==> src/rtl/osr_rx_pkg.sv <==
package osr_rx_pkg;

    // Oversampling ratio is fixed by the 2-bit sample-phase counter.
    localparam int unsigned OSR  = 4;
    localparam int unsigned PH_W = $clog2(OSR);
    localparam logic [PH_W-1:0] MID_PHASE = PH_W'(OSR / 2 - 1);

    typedef enum logic {
        MODE_NRZ = 1'b0,
        MODE_MAN = 1'b1
    } line_mode_e;

    typedef enum logic [1:0] {
        ST_IDLE,
        ST_RECV,
        ST_TAIL,
        ST_DRAIN
    } rx_state_e;

    // One mid-symbol sample of the synchronized line.
    typedef struct packed {
        logic stb;
        logic val;
    } sample_t;

    // One decoded data bit, with a line-code violation marker.
    typedef struct packed {
        logic stb;
        logic val;
        logic bad;
    } dbit_t;

    // Ticks without a transition that end a frame (strictly more than idle_bits bit times).
    function automatic int unsigned quiet_limit(input logic man, input int unsigned idle_bits);
        return idle_bits * OSR * (man ? 2 : 1) + 1;
    endfunction

endpackage

==> src/rtl/osr_rx_sync.sv <==
module osr_rx_sync (
    input  logic i_clk,
    input  logic i_rst,
    input  logic i_rx,
    output logic o_line,
    output logic o_edge
);
    // Stages 0 and 1 form the synchronizer; stage 2 keeps the previous value for edge detection.
    logic [2:0] stage;

    always_ff @(posedge i_clk) begin
        if (i_rst) stage <= '0;
        else       stage <= {stage[1:0], i_rx};
    end

    assign o_line = stage[1];
    assign o_edge = stage[1] ^ stage[2];
endmodule

==> src/rtl/osr_rx_slicer.sv <==
module osr_rx_slicer
    import osr_rx_pkg::*;
(
    input  logic    i_clk,
    input  logic    i_rst,
    input  logic    i_line,
    input  logic    i_edge,
    output sample_t o_smp
);
    logic [PH_W-1:0] phase;

    // Every transition restarts the count, so the sample lands mid-symbol.
    always_ff @(posedge i_clk) begin
        if (i_rst)       phase <= '0;
        else if (i_edge) phase <= '0;
        else             phase <= phase + 1'b1;
    end

    always_comb begin
        o_smp.stb = (phase == MID_PHASE);
        o_smp.val = i_line;
    end

    // an isolated transition is followed by a sample exactly two ticks later
    a_r1_mid_sample: assert property (@(posedge i_clk) disable iff (i_rst)
        (i_edge ##1 !i_edge) |=> o_smp.stb);

    // no sample is taken on the tick right after a transition
    a_r1_no_early_sample: assert property (@(posedge i_clk) disable iff (i_rst)
        i_edge |=> !o_smp.stb);
endmodule

==> src/rtl/osr_rx_decoder.sv <==
module osr_rx_decoder
    import osr_rx_pkg::*;
(
    input  logic       i_clk,
    input  logic       i_rst,
    input  line_mode_e i_mode,
    input  logic       i_align,
    input  sample_t    i_smp,
    output dbit_t      o_bit
);
    logic half;   // a first half-bit is held
    logic first;  // value of that first half

    always_ff @(posedge i_clk) begin
        if (i_rst || i_mode == MODE_NRZ) begin
            half  <= 1'b0;
            first <= 1'b0;
        end else if (i_smp.stb) begin
            if (!half) begin
                // While hunting for a start bit, only a high first half opens a pair.
                if (!i_align || i_smp.val) begin
                    half  <= 1'b1;
                    first <= i_smp.val;
                end
            end else begin
                half <= 1'b0;
            end
        end
    end

    always_comb begin
        o_bit = '0;
        if (i_mode == MODE_NRZ) begin
            o_bit.stb = i_smp.stb;
            o_bit.val = i_smp.val;
        end else if (i_smp.stb && half && (!i_align || first)) begin
            o_bit.stb = 1'b1;
            o_bit.val = first;
            o_bit.bad = (first == i_smp.val);
        end
    end
endmodule

==> src/rtl/osr_rx_framer.sv <==
module osr_rx_framer
    import osr_rx_pkg::*;
#(
    parameter int unsigned FRAME_BITS = 50,
    parameter int unsigned IDLE_BITS  = 3
) (
    input  logic                  i_clk,
    input  logic                  i_rst,
    input  line_mode_e            i_mode,
    input  logic                  i_edge,
    input  sample_t               i_smp,
    input  dbit_t                 i_bit,
    output logic                  o_align,
    output logic                  o_valid,
    output logic                  o_code_err,
    output logic [FRAME_BITS-1:0] o_frame
);
    localparam int unsigned LIM_NRZ = quiet_limit(1'b0, IDLE_BITS);
    localparam int unsigned LIM_MAN = quiet_limit(1'b1, IDLE_BITS);
    localparam int unsigned QW      = $clog2(LIM_MAN + 1);
    localparam int unsigned CW      = $clog2(FRAME_BITS + 1);
    localparam logic [CW-1:0] LAST  = CW'(FRAME_BITS - 1);
    localparam logic [CW-1:0] FULL  = CW'(FRAME_BITS);

    rx_state_e       state;
    logic [CW-1:0]   cnt;
    logic [QW-1:0]   quiet;
    logic [QW-1:0]   lim;
    logic            timeout;

    assign lim     = (i_mode == MODE_MAN) ? QW'(LIM_MAN) : QW'(LIM_NRZ);
    assign timeout = (quiet >= lim);
    assign o_align = (state == ST_IDLE);

    // Ticks since the last transition, saturating at the longer limit.
    always_ff @(posedge i_clk) begin
        if (i_rst)                    quiet <= '0;
        else if (i_edge)              quiet <= QW'(1);
        else if (quiet != QW'(LIM_MAN)) quiet <= quiet + 1'b1;
    end

    always_ff @(posedge i_clk) begin
        if (i_rst) begin
            state      <= ST_IDLE;
            cnt        <= '0;
            o_frame    <= '0;
            o_valid    <= 1'b0;
            o_code_err <= 1'b0;
        end else begin
            o_valid    <= 1'b0;
            o_code_err <= 1'b0;
            unique case (state)
                ST_IDLE: begin
                    if (i_bit.stb && i_bit.bad) begin
                        o_code_err <= 1'b1;
                        state      <= ST_DRAIN;
                    end else if (i_bit.stb && i_bit.val) begin
                        cnt   <= '0;
                        state <= ST_RECV;
                    end
                end
                ST_RECV: begin
                    if (i_bit.stb && i_bit.bad) begin
                        o_code_err <= 1'b1;
                        state      <= ST_DRAIN;
                    end else if (timeout) begin
                        state <= ST_IDLE;
                    end else if (i_bit.stb) begin
                        if (cnt < FULL) begin
                            o_frame <= {o_frame[FRAME_BITS-2:0], i_bit.val};
                            cnt     <= cnt + 1'b1;
                            if (i_mode == MODE_MAN && cnt == LAST) state <= ST_TAIL;
                        end else begin
                            // NRZ stop-bit position
                            state <= i_bit.val ? ST_TAIL : ST_DRAIN;
                        end
                    end
                end
                ST_TAIL: begin
                    if (timeout) begin
                        o_valid <= 1'b1;
                        state   <= ST_IDLE;
                    end else if (i_smp.stb && i_smp.val) begin
                        state <= ST_DRAIN;
                    end
                end
                ST_DRAIN: begin
                    if (timeout) state <= ST_IDLE;
                end
                default: state <= ST_IDLE;
            endcase
        end
    end

    // the bit count never runs past the frame length
    a_r6_count_bound: assert property (@(posedge i_clk) disable iff (i_rst)
        cnt <= FULL);

    // the valid strobe lasts one cycle
    a_r4_valid_pulse: assert property (@(posedge i_clk) disable iff (i_rst)
        o_valid |=> !o_valid);

    // the code-error strobe lasts one cycle
    a_r8_err_pulse: assert property (@(posedge i_clk) disable iff (i_rst)
        o_code_err |=> !o_code_err);

    // a frame is only reported after the line has been quiet long enough
    a_r5_quiet_before_valid: assert property (@(posedge i_clk) disable iff (i_rst)
        o_valid |-> ($past(quiet) >= QW'(LIM_NRZ)));
endmodule

==> src/rtl/osr_rx.sv <==
module osr_rx
    import osr_rx_pkg::*;
#(
    parameter int unsigned FRAME_BITS = 50,
    parameter int unsigned IDLE_BITS  = 3
) (
    input  logic                  i_clk,
    input  logic                  i_rst,
    input  logic                  i_rx,
    input  logic                  i_mode,
    output logic                  o_valid,
    output logic [FRAME_BITS-1:0] o_frame,
    output logic                  o_code_err
);
    line_mode_e mode;
    logic       line;
    logic       edge_s;
    logic       align;
    sample_t    smp;
    dbit_t      dbit;

    assign mode = line_mode_e'(i_mode);

    osr_rx_sync u_sync (
        .i_clk  (i_clk),
        .i_rst  (i_rst),
        .i_rx   (i_rx),
        .o_line (line),
        .o_edge (edge_s)
    );

    osr_rx_slicer u_slicer (
        .i_clk  (i_clk),
        .i_rst  (i_rst),
        .i_line (line),
        .i_edge (edge_s),
        .o_smp  (smp)
    );

    osr_rx_decoder u_dec (
        .i_clk   (i_clk),
        .i_rst   (i_rst),
        .i_mode  (mode),
        .i_align (align),
        .i_smp   (smp),
        .o_bit   (dbit)
    );

    osr_rx_framer #(
        .FRAME_BITS (FRAME_BITS),
        .IDLE_BITS  (IDLE_BITS)
    ) u_framer (
        .i_clk      (i_clk),
        .i_rst      (i_rst),
        .i_mode     (mode),
        .i_edge     (edge_s),
        .i_smp      (smp),
        .i_bit      (dbit),
        .o_align    (align),
        .o_valid    (o_valid),
        .o_code_err (o_code_err),
        .o_frame    (o_frame)
    );

    // no code error while NRZ mode is held
    a_r12_no_err_in_nrz: assert property (@(posedge i_clk) disable iff (i_rst)
        (!i_mode && $past(!i_mode)) |-> !o_code_err);
endmodule

==> config.mk <==
export PLATFORM = sky130hd
export DESIGN_NAME = osr_rx
export DESIGN_NICKNAME = d
export VERILOG_FILES = /design/src/rtl/osr_rx_pkg.sv /design/src/rtl/osr_rx_sync.sv /design/src/rtl/osr_rx_slicer.sv /design/src/rtl/osr_rx_decoder.sv /design/src/rtl/osr_rx_framer.sv /design/src/rtl/osr_rx.sv
export SDC_FILE = /design/constraint.sdc
export NUM_CORES = 1
export LEC_CHECK = 0
export ABC_AREA = 1
export ABC_CLOCK_PERIOD_IN_PS = 2200
export BUFFER_PORTS_ARGS = -buffer_cell sky130_fd_sc_hd__buf_2
export CAP_MARGIN = 0
export CORE_AREA = 8 8 84 86
export DETAILED_ROUTE_END_ITERATION = 16
export DIE_AREA = 0 0 92 94
export PLACE_DENSITY = 0.77
export SYNTH_ARGS = -nofsm -noshare
export SYNTH_HDL_FRONTEND = slang
export SYNTH_SLANG_ARGS = --single-unit
==> constraint.sdc <==
create_clock -name i_clk -period 2.2 [get_ports i_clk]
set_clock_uncertainty 0.1 [all_clocks]
set_input_delay 0.22 -clock i_clk [delete_from_list [all_inputs] [get_ports i_clk]]
set_output_delay 0.22 -clock i_clk [all_outputs]
set_load 0.01 [all_outputs]
==> summary.md <==
| Metric | Value |
|---|---|
| Status | `finished, final reports clean` |
| Final hold violation count | `0` |
| Slew HR | `0.683` |
| Total track usage | `0.160` |
| FILL cells | `543` |
| PortBufs | `55` |
| Yosys warning count | `0` |
| Vias in the first global route | `2495` |
| CP Max Fanout | `33` |
| GPL Wtd Cong | `0.846` |
| Max-cap violations | `0` |
| First-pass GRT wire length | `11300 µm` |
| Starting Density | `0.530` |
| Flop2flop setup slack | `260 ps` |
| Area Overhead vs Synth | `16.1%` |
| Clock Pin Slew Worst Setup and Hold Paths | `70 ps` |
| Dpl hpwl | `4810 µm` |
| R2R Path Start | `u_slicer.phase[0]$_SDFF_PP0_` |
| Die Y | `94 µm` |
| PostCTS Resize Cnt | `0` |
| Slew of the pin with the lowest slew margin | `471 ps` |
| Clock sinks | `72` |
| Standard-cell rows | `28` |
| Clock Tree Root | `clkbuf_8` |
| Worst path arrival time | `2070 ps` |
| Netlist cell types | `27` |
| Gr busiest metal | `met2` |
| Setup violators final | `0` |
| Met2 usage | `0.250` |
| Final Util | `0.615` |
| Vias per Instance | `4.89` |
| Pwr/cell area | `891 nW/µm²` |
| IO Pins | `56` |
| Share of cells above drive strength 1 | `0.188` |
| Worst setup EP type | `register` |
| 1st-iter DRT viols | `117` |
| CP endpoint | `u_framer.o_frame[6]$_SDFFE_PP0P_` |
| Worst Path Required | `2330 ps` |
| Unrepaired setup endpoints after global routing | `no` |
| Dpl cell area | `3360 µm²` |
| Tmin final | `1940 ps` |
| Die X-Extent | `92 µm` |
| Non-filler cells, final | `553` |
| R2R depth | `11` |
| Mapped cell area | `3050 µm²` |
| Met3 Usage GRT | `0.0584` |
| Syn avg cell area | `7.29 µm²` |
| Drt first pass iters | `4` |
| H-tree level count | `3` |
| Worst vdd ir | `513 µV` |
| Syn_nets | `429` |
| CORE AREA | `5750 µm²` |
| Post-Layout Inst Area | `3540 µm²` |
| Number of CTS-inserted buffers | `9` |
| Lkg Pwr | `1.65 nW` |
| Via count | `2702` |
| Final slew viol count | `0` |
| Global-route met1 utilization | `0.195` |
| CTS tree | `built` |
| Synth Register Bits | `72` |
| Crit share post-route | `0.883` |
| Setup TNS Final | `0 ps` |
| Post-synthesis sequential area ratio | `0.473` |
| Hold Path Class | `primary input to register` |
| Critical path class | `register to register` |
| Setup crit start kind | `register` |
| Largest net degree at the start of global routing | `34` |
| Detail Route Antenna Nets | `0` |
| Antenna violations before repair | `0` |
| N_diodes | `0` |
| Mapped Cells | `418` |
| Later-pin clock latency in the skew report | `340 ps` |
| Nets | `484` |
| CP Launch Point | `u_slicer.phase[0]$_SDFF_PP0_` |
| DRC violations left | `0` |
| GRT overflow | `0` |
| RR Endpoint | `u_framer.o_frame[6]$_SDFFE_PP0P_` |
| WL final | `6690 µm` |
| Worst slack at placement | `143 ps` |
| Max clock buf depth | `2` |
| Fmax | `515 MHz` |
| Die ar. | `8650 µm²` |
| Post-DR wirelength/cell | `12.1 µm` |
| Placed instance count | `536` |
| Setup WS post-layout | `258 ps` |
## synth_stat cells
cell | instances | area share
xor2_1 | 2 | 0.0058
inv_4 | 1 | 0.0021
a21oi_1 | 12 | 0.020
buf_2 | 6 | 0.0099
clkbuf_1 | 7 | 0.0086
nand2_4 | 1 | 0.0037
a2111oi_0 | 1 | 0.0029
dfxtp_1 | 72 | 0.47
or2_2 | 2 | 0.0041
inv_2 | 6 | 0.0074
inv_1 | 24 | 0.030
nand4_4 | 1 | 0.0070
ha_1 | 7 | 0.029
buf_4 | 1 | 0.0025
nand4_1 | 1 | 0.0021
o21ai_0 | 10 | 0.016
nand3_1 | 19 | 0.031
buf_6 | 5 | 0.018
o21a_1 | 1 | 0.0025
xnor2_1 | 1 | 0.0029
nor2_1 | 128 | 0.16
nor2_2 | 4 | 0.0082
nand2_1 | 51 | 0.063
o21ai_1 | 50 | 0.082
nor3_1 | 2 | 0.0033
a211oi_1 | 2 | 0.0049
or3_1 | 1 | 0.0021
## how the worst min path moves through the flow
stage                                     startpoint                            to  depth (start not counted)
after floorplan                                 i_rx    u_sync.stage[0]$_SDFF_PP0_                          2
after global placement    u_sync.stage[0]$_SDFF_PP0_    u_sync.stage[1]$_SDFF_PP0_                          2
after detailed placement  u_sync.stage[0]$_SDFF_PP0_    u_sync.stage[1]$_SDFF_PP0_                          2
after CTS                                      i_rst    u_sync.stage[2]$_SDFF_PP0_                          2
after global routing                           i_rst  u_framer.cnt[4]$_SDFFE_PP0P_                          2
final                                          i_rst    u_sync.stage[2]$_SDFF_PP0_                          2
## layout make-up
type,count,area (µm²),share of cell area
multi-input cells,296,1370,0.386
clock inverters,3,17.5,0.00495
inverters,31,119,0.0336
repair buffers,63,350,0.0991
well taps,75,93.8,0.0265
flip-flops and latches,72,1440,0.408
clock buffers,13,149,0.0421
## report_power, final
group | internal [mW] | switching [mW] | total [mW]
sequential | 1.42 | 0.113 | 1.53
combinational | 0.281 | 0.445 | 0.726
clock | 0.438 | 0.457 | 0.894
total | 2.14 | 1.01 | 3.15
## cell usage in the layout, fill, tap and decap left out, drive strengths merged
cell type,n
or2,2
clkinvlp,1
clkinv,2
dlygate4sd3,1
nand4,2
nand3,19
ha,7
a211oi,2
clkbuf,13
xor2,2
o21ai,60
nor3,2
nand2,52
inv,31
or3,1
o21a,1
xnor2,1
dfxtp,72
nor2,132
buf,62
a2111oi,1
a21oi,12
## through the flow
stage                     total power [mW]  hold slack [ps]
after floorplan                       2.13              227
after global routing                  3.37              105
after global placement                2.27              292
final                                 3.15              109
after CTS                             3.19             91.5
after detailed placement              2.28              315
## cells by family (layout without fill, tap and decap cells)
kind of cell	count (synthesis)	count (layout)	share of synthesized area
simple gates	210	210	0.282
flops	72	72	0.473
compound gates	76	76	0.129
fa+ha+maj	7	7	0.0288
buf+inv	50	110	0.0785
xor+xnor	3	3	0.00863
## critical path, stage by stage, from the launching register on
cell and delay (ps):
dfxtp_1 340, ha_1 250, nand2_1 90, inv_2 70, nand2_1 90, nand2_1 110, nand2_1 100, inv_2 80
nand4_4 120, buf_4 270, o21ai_1 160, nor2_1 60
## state kept, by name, summed over array words and instances (netlist names)
name	flops
u_framer.cnt	6
u_framer.o_code_err	1
u_framer.o_frame	50
u_dec.half	1
u_slicer.phase	2
u_framer.state	2
u_framer.quiet	5
u_sync.stage	3
u_framer.o_valid	1
u_dec.first	1
## layer usage
metal / vias up / wire, µm
met5: - / 0
met4: 0 / 86
met3: 10 / 346
met2: 51 / 3090
met1: 1204 / 3170
li1: 1437 / -
## what timing repair did
item                                   in CTS  in global routing
hold buffers                                1                  0
endpoints found under the hold margin       1                  0
buffers inserted                            0                  0
No activity file was read; power rests on OpenSTA's default activity.
